==> src/rtl/memmap_pkg.sv <==
package memmap_pkg;
    localparam int ADDR_W  = 16;
    localparam int XADDR_W = 20;
    localparam int PAGE_W  = 6;
    localparam int BASE_W  = 5;
    localparam int DATA_W  = 8;
    localparam int OFS_W   = XADDR_W - PAGE_W;
    localparam int NREGION = 3;

    typedef enum logic [1:0] {
        CFG_REGBLK = 2'd0,
        CFG_SRAM   = 2'd1,
        CFG_EEPROM = 2'd2,
        CFG_PAGE   = 2'd3
    } cfg_sel_e;

    typedef struct packed {
        logic [BASE_W-1:0] reg_base;
        logic [BASE_W-1:0] ram_base;
        logic [BASE_W-1:0] ee_base;
        logic              ee_en;
        logic [PAGE_W-1:0] page;
    } map_cfg_t;

    typedef struct packed {
        logic ext;
        logic flash;
        logic eep;
        logic sram;
        logic regblk;
    } sel_vec_t;
endpackage

==> src/rtl/memmap_cfg_regs.sv <==
module memmap_cfg_regs
    import memmap_pkg::*;
#(
    parameter logic [BASE_W-1:0] REG_BASE_RST = 5'h00,
    parameter logic [BASE_W-1:0] RAM_BASE_RST = 5'h07,
    parameter logic [BASE_W-1:0] EE_BASE_RST  = 5'h02,
    parameter logic              EE_EN_RST    = 1'b1
) (
    input  logic              clk,
    input  logic              rst_n,
    input  logic              cfg_we,
    input  logic [1:0]        cfg_sel,
    input  logic [DATA_W-1:0] cfg_wdata,
    output map_cfg_t          cfg_q
);
    localparam map_cfg_t CFG_RST = '{
        reg_base: REG_BASE_RST,
        ram_base: RAM_BASE_RST,
        ee_base:  EE_BASE_RST,
        ee_en:    EE_EN_RST,
        page:     '0
    };

    map_cfg_t  cfg_d;
    cfg_sel_e  sel_e;

    assign sel_e = cfg_sel_e'(cfg_sel);

    always_comb begin
        cfg_d = cfg_q;
        if (cfg_we) begin
            unique case (sel_e)
                CFG_REGBLK: cfg_d.reg_base = cfg_wdata[DATA_W-1 -: BASE_W];
                CFG_SRAM:   cfg_d.ram_base = cfg_wdata[DATA_W-1 -: BASE_W];
                CFG_EEPROM: begin
                    cfg_d.ee_base = cfg_wdata[DATA_W-1 -: BASE_W];
                    cfg_d.ee_en   = cfg_wdata[0];
                end
                CFG_PAGE:   cfg_d.page = cfg_wdata[PAGE_W-1:0];
                default:    cfg_d = cfg_q;
            endcase
        end
    end

    always_ff @(posedge clk) begin
        if (!rst_n) cfg_q <= CFG_RST;
        else        cfg_q <= cfg_d;
    end

    // an SRAM base write shows up in the register on the following cycle
    p_base_late_r6: assert property (@(posedge clk) disable iff (!rst_n)
        (cfg_we && cfg_sel == 2'd1) |=> (cfg_q.ram_base == $past(cfg_wdata[DATA_W-1 -: BASE_W])));

    // no strobe, no change
    p_cfg_hold_r11: assert property (@(posedge clk) disable iff (!rst_n)
        !cfg_we |=> $stable(cfg_q));
endmodule

==> src/rtl/memmap_region_match.sv <==
module memmap_region_match
    import memmap_pkg::*;
#(
    parameter int SIZE_LOG2 = 11
) (
    input  logic [ADDR_W-1:0] addr,
    input  logic [BASE_W-1:0] base,
    input  logic              en,
    output logic              hit
);
    localparam int PAD_W = ADDR_W - BASE_W;

    logic [ADDR_W-1:0] base_full;

    assign base_full = {base, {PAD_W{1'b0}}};
    assign hit = en && (addr[ADDR_W-1:SIZE_LOG2] == base_full[ADDR_W-1:SIZE_LOG2]);
endmodule

==> src/rtl/memmap_page_xlate.sv <==
module memmap_page_xlate
    import memmap_pkg::*;
#(
    parameter logic [PAGE_W-1:0] LOW_FIX_PAGE  = 6'h3E,
    parameter logic [PAGE_W-1:0] HIGH_FIX_PAGE = 6'h3F
) (
    input  logic               clk,
    input  logic               rst_n,
    input  logic [ADDR_W-1:0]  addr,
    input  logic [PAGE_W-1:0]  page,
    output logic [PAGE_W-1:0]  page_eff,
    output logic [XADDR_W-1:0] xaddr
);
    always_comb begin
        unique case (addr[ADDR_W-1 -: 2])
            2'b00:   page_eff = '0;
            2'b01:   page_eff = LOW_FIX_PAGE;
            2'b10:   page_eff = page;
            default: page_eff = HIGH_FIX_PAGE;
        endcase
    end

    assign xaddr = {page_eff, addr[OFS_W-1:0]};

    // window accesses carry the page register on the top address bits
    p_window_page_r7: assert property (@(posedge clk) disable iff (!rst_n)
        (addr[ADDR_W-1 -: 2] == 2'b10) |-> (xaddr[XADDR_W-1 -: PAGE_W] == page));

    // the top quarter is always the last page
    p_fixed_top_r8: assert property (@(posedge clk) disable iff (!rst_n)
        (addr[ADDR_W-1 -: 2] == 2'b11) |-> (xaddr[XADDR_W-1 -: PAGE_W] == HIGH_FIX_PAGE));
endmodule

==> src/rtl/memmap_decode.sv <==
module memmap_decode
    import memmap_pkg::*;
#(
    parameter int                REG_SIZE_LOG2  = 11,
    parameter int                RAM_SIZE_LOG2  = 11,
    parameter int                EE_SIZE_LOG2   = 11,
    parameter logic [PAGE_W-1:0] FLASH_PAGE_MIN = 6'h30
) (
    input  logic               clk,
    input  logic               rst_n,
    input  logic               cfg_we,
    input  logic [1:0]         cfg_sel,
    input  logic [7:0]         cfg_wdata,
    input  logic [15:0]        cpu_addr,
    output logic               sel_reg,
    output logic               sel_sram,
    output logic               sel_eep,
    output logic               sel_flash,
    output logic               sel_ext,
    output logic [19:0]        xaddr
);
    map_cfg_t           cfg_q;
    logic [PAGE_W-1:0]  page_eff;
    logic [BASE_W-1:0]  rbase [NREGION];
    logic               ren   [NREGION];
    logic [NREGION-1:0] rhit;
    logic               flash_ok;
    sel_vec_t           sel;

    memmap_cfg_regs u_cfg (
        .clk       (clk),
        .rst_n     (rst_n),
        .cfg_we    (cfg_we),
        .cfg_sel   (cfg_sel),
        .cfg_wdata (cfg_wdata),
        .cfg_q     (cfg_q)
    );

    assign rbase[0] = cfg_q.reg_base;
    assign rbase[1] = cfg_q.ram_base;
    assign rbase[2] = cfg_q.ee_base;
    assign ren[0]   = 1'b1;
    assign ren[1]   = 1'b1;
    assign ren[2]   = cfg_q.ee_en;

    for (genvar g = 0; g < NREGION; g++) begin : g_region
        localparam int SZ = (g == 0) ? REG_SIZE_LOG2 :
                            (g == 1) ? RAM_SIZE_LOG2 : EE_SIZE_LOG2;
        memmap_region_match #(.SIZE_LOG2(SZ)) u_match (
            .addr (cpu_addr),
            .base (rbase[g]),
            .en   (ren[g]),
            .hit  (rhit[g])
        );
    end

    memmap_page_xlate u_xlate (
        .clk      (clk),
        .rst_n    (rst_n),
        .addr     (cpu_addr),
        .page     (cfg_q.page),
        .page_eff (page_eff),
        .xaddr    (xaddr)
    );

    assign flash_ok = (cpu_addr[ADDR_W-1 -: 2] != 2'b00) && (page_eff >= FLASH_PAGE_MIN);

    always_comb begin
        sel = '0;
        if      (rhit[0]) sel.regblk = 1'b1;
        else if (rhit[1]) sel.sram   = 1'b1;
        else if (rhit[2]) sel.eep    = 1'b1;
        else if (flash_ok) sel.flash = 1'b1;
        else              sel.ext    = 1'b1;
    end

    assign sel_reg   = sel.regblk;
    assign sel_sram  = sel.sram;
    assign sel_eep   = sel.eep;
    assign sel_flash = sel.flash;
    assign sel_ext   = sel.ext;

    // one and only one target per cycle
    p_one_target_r5: assert property (@(posedge clk) disable iff (!rst_n)
        $countones({sel_reg, sel_sram, sel_eep, sel_flash, sel_ext}) == 1);

    // the register block beats SRAM wherever both bases cover the address
    p_reg_over_ram_r5: assert property (@(posedge clk) disable iff (!rst_n)
        (cfg_q.reg_base == cfg_q.ram_base && REG_SIZE_LOG2 == RAM_SIZE_LOG2 &&
         cpu_addr[ADDR_W-1 -: BASE_W] == cfg_q.ram_base) |-> !sel_sram);

    // a disabled EEPROM never responds
    p_ee_gate_r4: assert property (@(posedge clk) disable iff (!rst_n)
        !cfg_q.ee_en |-> !sel_eep);

    // flash only answers at or above the page threshold
    p_flash_page_r9: assert property (@(posedge clk) disable iff (!rst_n)
        sel_flash |-> (xaddr[19 -: PAGE_W] >= FLASH_PAGE_MIN));

    // external accesses come from unclaimed low space or low pages
    p_ext_space_r10: assert property (@(posedge clk) disable iff (!rst_n)
        sel_ext |-> (cpu_addr[15:14] == 2'b00 || xaddr[19 -: PAGE_W] < FLASH_PAGE_MIN));
endmodule

==> config.mk <==
export PLATFORM = sky130hd
export DESIGN_NAME = memmap_decode
export DESIGN_NICKNAME = d
export VERILOG_FILES = /design/src/rtl/memmap_pkg.sv /design/src/rtl/memmap_cfg_regs.sv /design/src/rtl/memmap_region_match.sv /design/src/rtl/memmap_page_xlate.sv /design/src/rtl/memmap_decode.sv
export SDC_FILE = /design/constraint.sdc
export NUM_CORES = 1
export LEC_CHECK = 0
export ABC_AREA = 1
export BUFFER_PORTS_ARGS = -buffer_cell sky130_fd_sc_hd__clkbuf_2
export CORE_AREA = 2 2 62 58
export DETAILED_ROUTE_END_ITERATION = 10
export DIE_AREA = 0 0 64 60
export MAX_ROUTING_LAYER = met4
export PLACE_DENSITY = 0.67
export SETUP_SLACK_MARGIN = 0.4
export SYNTH_ARGS = -nofsm -noshare
export SYNTH_HDL_FRONTEND = slang
export SYNTH_SLANG_ARGS = --single-unit
==> constraint.sdc <==
create_clock -name clk -period 1.3 [get_ports clk]
set_clock_uncertainty 0.15 [all_clocks]
set_input_delay 0.325 -clock clk [delete_from_list [all_inputs] [get_ports clk]]
set_output_delay 0.325 -clock clk [all_outputs]
set_load 0.05 [all_outputs]
==> results.md <==
* Status: finished with violations
* Violated checks: negative setup slack
* Crit path capture type: output pin
* Pwr Total at around 1.6 mW
* Syn Nets at roughly 220
* Max VDD drop at 0.517 mV
* Max Cap Viol at 0
* Clock root buffer: clkbuf_4
* Final Hold Vio Count at 0
* CP required at about 820 ps
* CTS Buffer Depth at 2
* Initial Util at 37.6%
* Core Box Area at 3230 um^2
* Number of buffers created by CTS at 3
* Max FFs per register at 22
* Row cnt at 20
* Vias in the first global route at 1096
* Die Y at approximately 60 um
* Worst min path class: input port to flop
* Hold Buf Count CTS at 0
* Leak at around 0.93 nW
* Antenna cells at 0
* Setup CP Type: flop to output pin
* Residual DRC count at 0
* Die width at ~64 um
* H-tree depth at 1
* WHS at 116 ps
* Largest Register: u_cfg.cfg_q
* Cell area after synthesis at between 1000 and 1500 um^2
* Placer Congestion at around 0.77
* Post-DP Area at 1640 um^2
* Final Cell Area at around 2100 um^2
* FILL cells at 271
* CP Launch Type: flop
* Post-Place Worst Slack at -567 ps
* Worst slew pin tran at approximately 180 ps
* Remaining Overflow, GRT at 0
* Via Count at approximately 1200
* Area leader, netlist: dfxtp_1
* FF+latch count, synth at 22
* Power per cell area at between 700 and 800 nW/um^2
* Die ar. at approximately 3800 um^2
* Multi-input gate area at around 730 um^2
* DR WL/cell at about 12 um
* RSZ-0062 raised after global routing: yes
* Netlist cell types at 17
* Yosys top cell area share at between 30% and 40%
* Final Cycle Share at 145%
* Synth Area per Inst at approximately 6.5 um^2
* Yosys warning count at 0
* Max FO, Critical Path at 3
* Io pins at 54
* Setup ws final at -580 ps
* Cells after Synth at 187
* Nets at around 260
* TritonCTS clock tree: built
* Post-layout util at 63.5%
* Largest net degree at the start of global routing at 16
* Final number of setup-violating endpoints at 11
* Final Max Slew Viols at 0
* Fraction of layout cells with a size suffix above 1 at between 50% and 60%
* First-pass GRT wire length at 5.11 mm
* CP arrival at 1410 ps
* Slew HR at 88.1%
* Overall global routing resource usage at roughly 18%
* Clock sinks at 22
* Via-to-Cell Ratio at 4.54
* Worst skew pair latency at about 300 ps
* Final Critical Period at approximately 1900 ps
* FF/Latch Area at 460 um^2
* FMAX at between 500 and 600 MHz
* Sequential cell area fraction in the yosys report at a little over a third
* Pre-antenna DRT Iters at 4
* Final WL at around 3.2 mm
* Initial drt markers at 44
* Number of routed nets with antenna violations at 0
* Dpl hpwl at 2.30 mm
* Port Buffers at 31
* Initial antenna violation count at 0
* Layout area overhead at 69.0%
* R2R Setup Slk at 390 ps
* Cells taking the most area after synthesis: dfxtp_1 (36%), nand2_1 (14%), buf_4 (8.7%)
* Top Registers: u_cfg.cfg_q: 22 flops
* Worst-path clk slew at 120 ps
==> cells by family after synthesis <==
family	synth area share, %
xor gates and xnor gates	1.44
DFF	36.3
and+or+nand+nor	24.8
buffers and inverters	19.3
AOI/OAI and AO/OA	18.1
==> what timing repair did <==
item,4_1_cts,5_1_grt
endpoints found under the setup margin,14,28
gates cloned,0,1
buffers inserted,4,1
resized for setup,61,47
pin swaps,14,19
==> final timing paths <==
check,startpoint,depth (start not counted),to
worst min-delay path,cfg_wdata[0],3,u_cfg.cfg_q[6]$_SDFFE_PN1P_
worst max register to register,u_cfg.cfg_q[20]$_SDFFE_PN0P_,4,u_cfg.cfg_q[20]$_SDFFE_PN0P_
worst min register to register,u_cfg.cfg_q[0]$_SDFFE_PN0P_,2,u_cfg.cfg_q[0]$_SDFFE_PN0P_
worst max-delay path,u_cfg.cfg_q[17]$_SDFFE_PN0P_,8,sel_flash
==> per-layer routing <==
layer / GRT usage (%) / up-vias / share of wire [%]
met2: 28.6 / 36 / 48
met3: 3.20 / 2 / 5.6
met4: 5.59 / 0 / 0.59
li1: - / 670 / -
met5: - / - / 0
met1: 23.0 / 535 / 46
==> metrics by stage <==
stage / setup TNS (ps) / cells
floorplan: -1990 / 187
global placement: -4380 / 265
detailed placement: -4410 / 265
CTS: -4180 / 272
global route: -4610 / 274
finish: -3880 / 274
==> synth_stat cells (all sizes together) <==
cell type and number:
nand2 47, a21oi 16, xnor2 2, nor2 18
inv 29, o21ai 22, nand3 9, clkbuf 2
o211ai 3, dfxtp 22, buf 15, clkinv 2
==> placed cells by master (no fill, tap or decap), drive strengths merged, types with 3 or more instances in the layout <==
master	n
o211ai	3
inv	29
clkbuf	23
buf	36
o21ai	22
nand2	47
nor2	18
dfxtp	22
nand3	10
a21oi	16
==> cell type report <==
class	instances	share of cell area, %
clock buffers	3	1.10
inverters	31	7.44
multi-input cells	118	35.4
flip-flops and latches	22	22.5
well taps	44	2.68
repair buffers	56	30.9
==> power by group <==
part           leakage [nW]  switching (mW)  internal [mW]
sequential            0.184          0.0185          0.714
clock                0.0138           0.199          0.108
combinational         0.732           0.325          0.270
total                 0.930           0.543           1.09
==> worst max-delay path: stages, from the launching register on <==
cell and delay, ps:
dfxtp_2 360, nand2_1 50, inv_1 40, nor2_1 40, nor2_2 130, nand3_2 140
nand2_4 160, nor2_4 40, buf_8 140
Note: power is estimated with default switching activity, not from simulation.
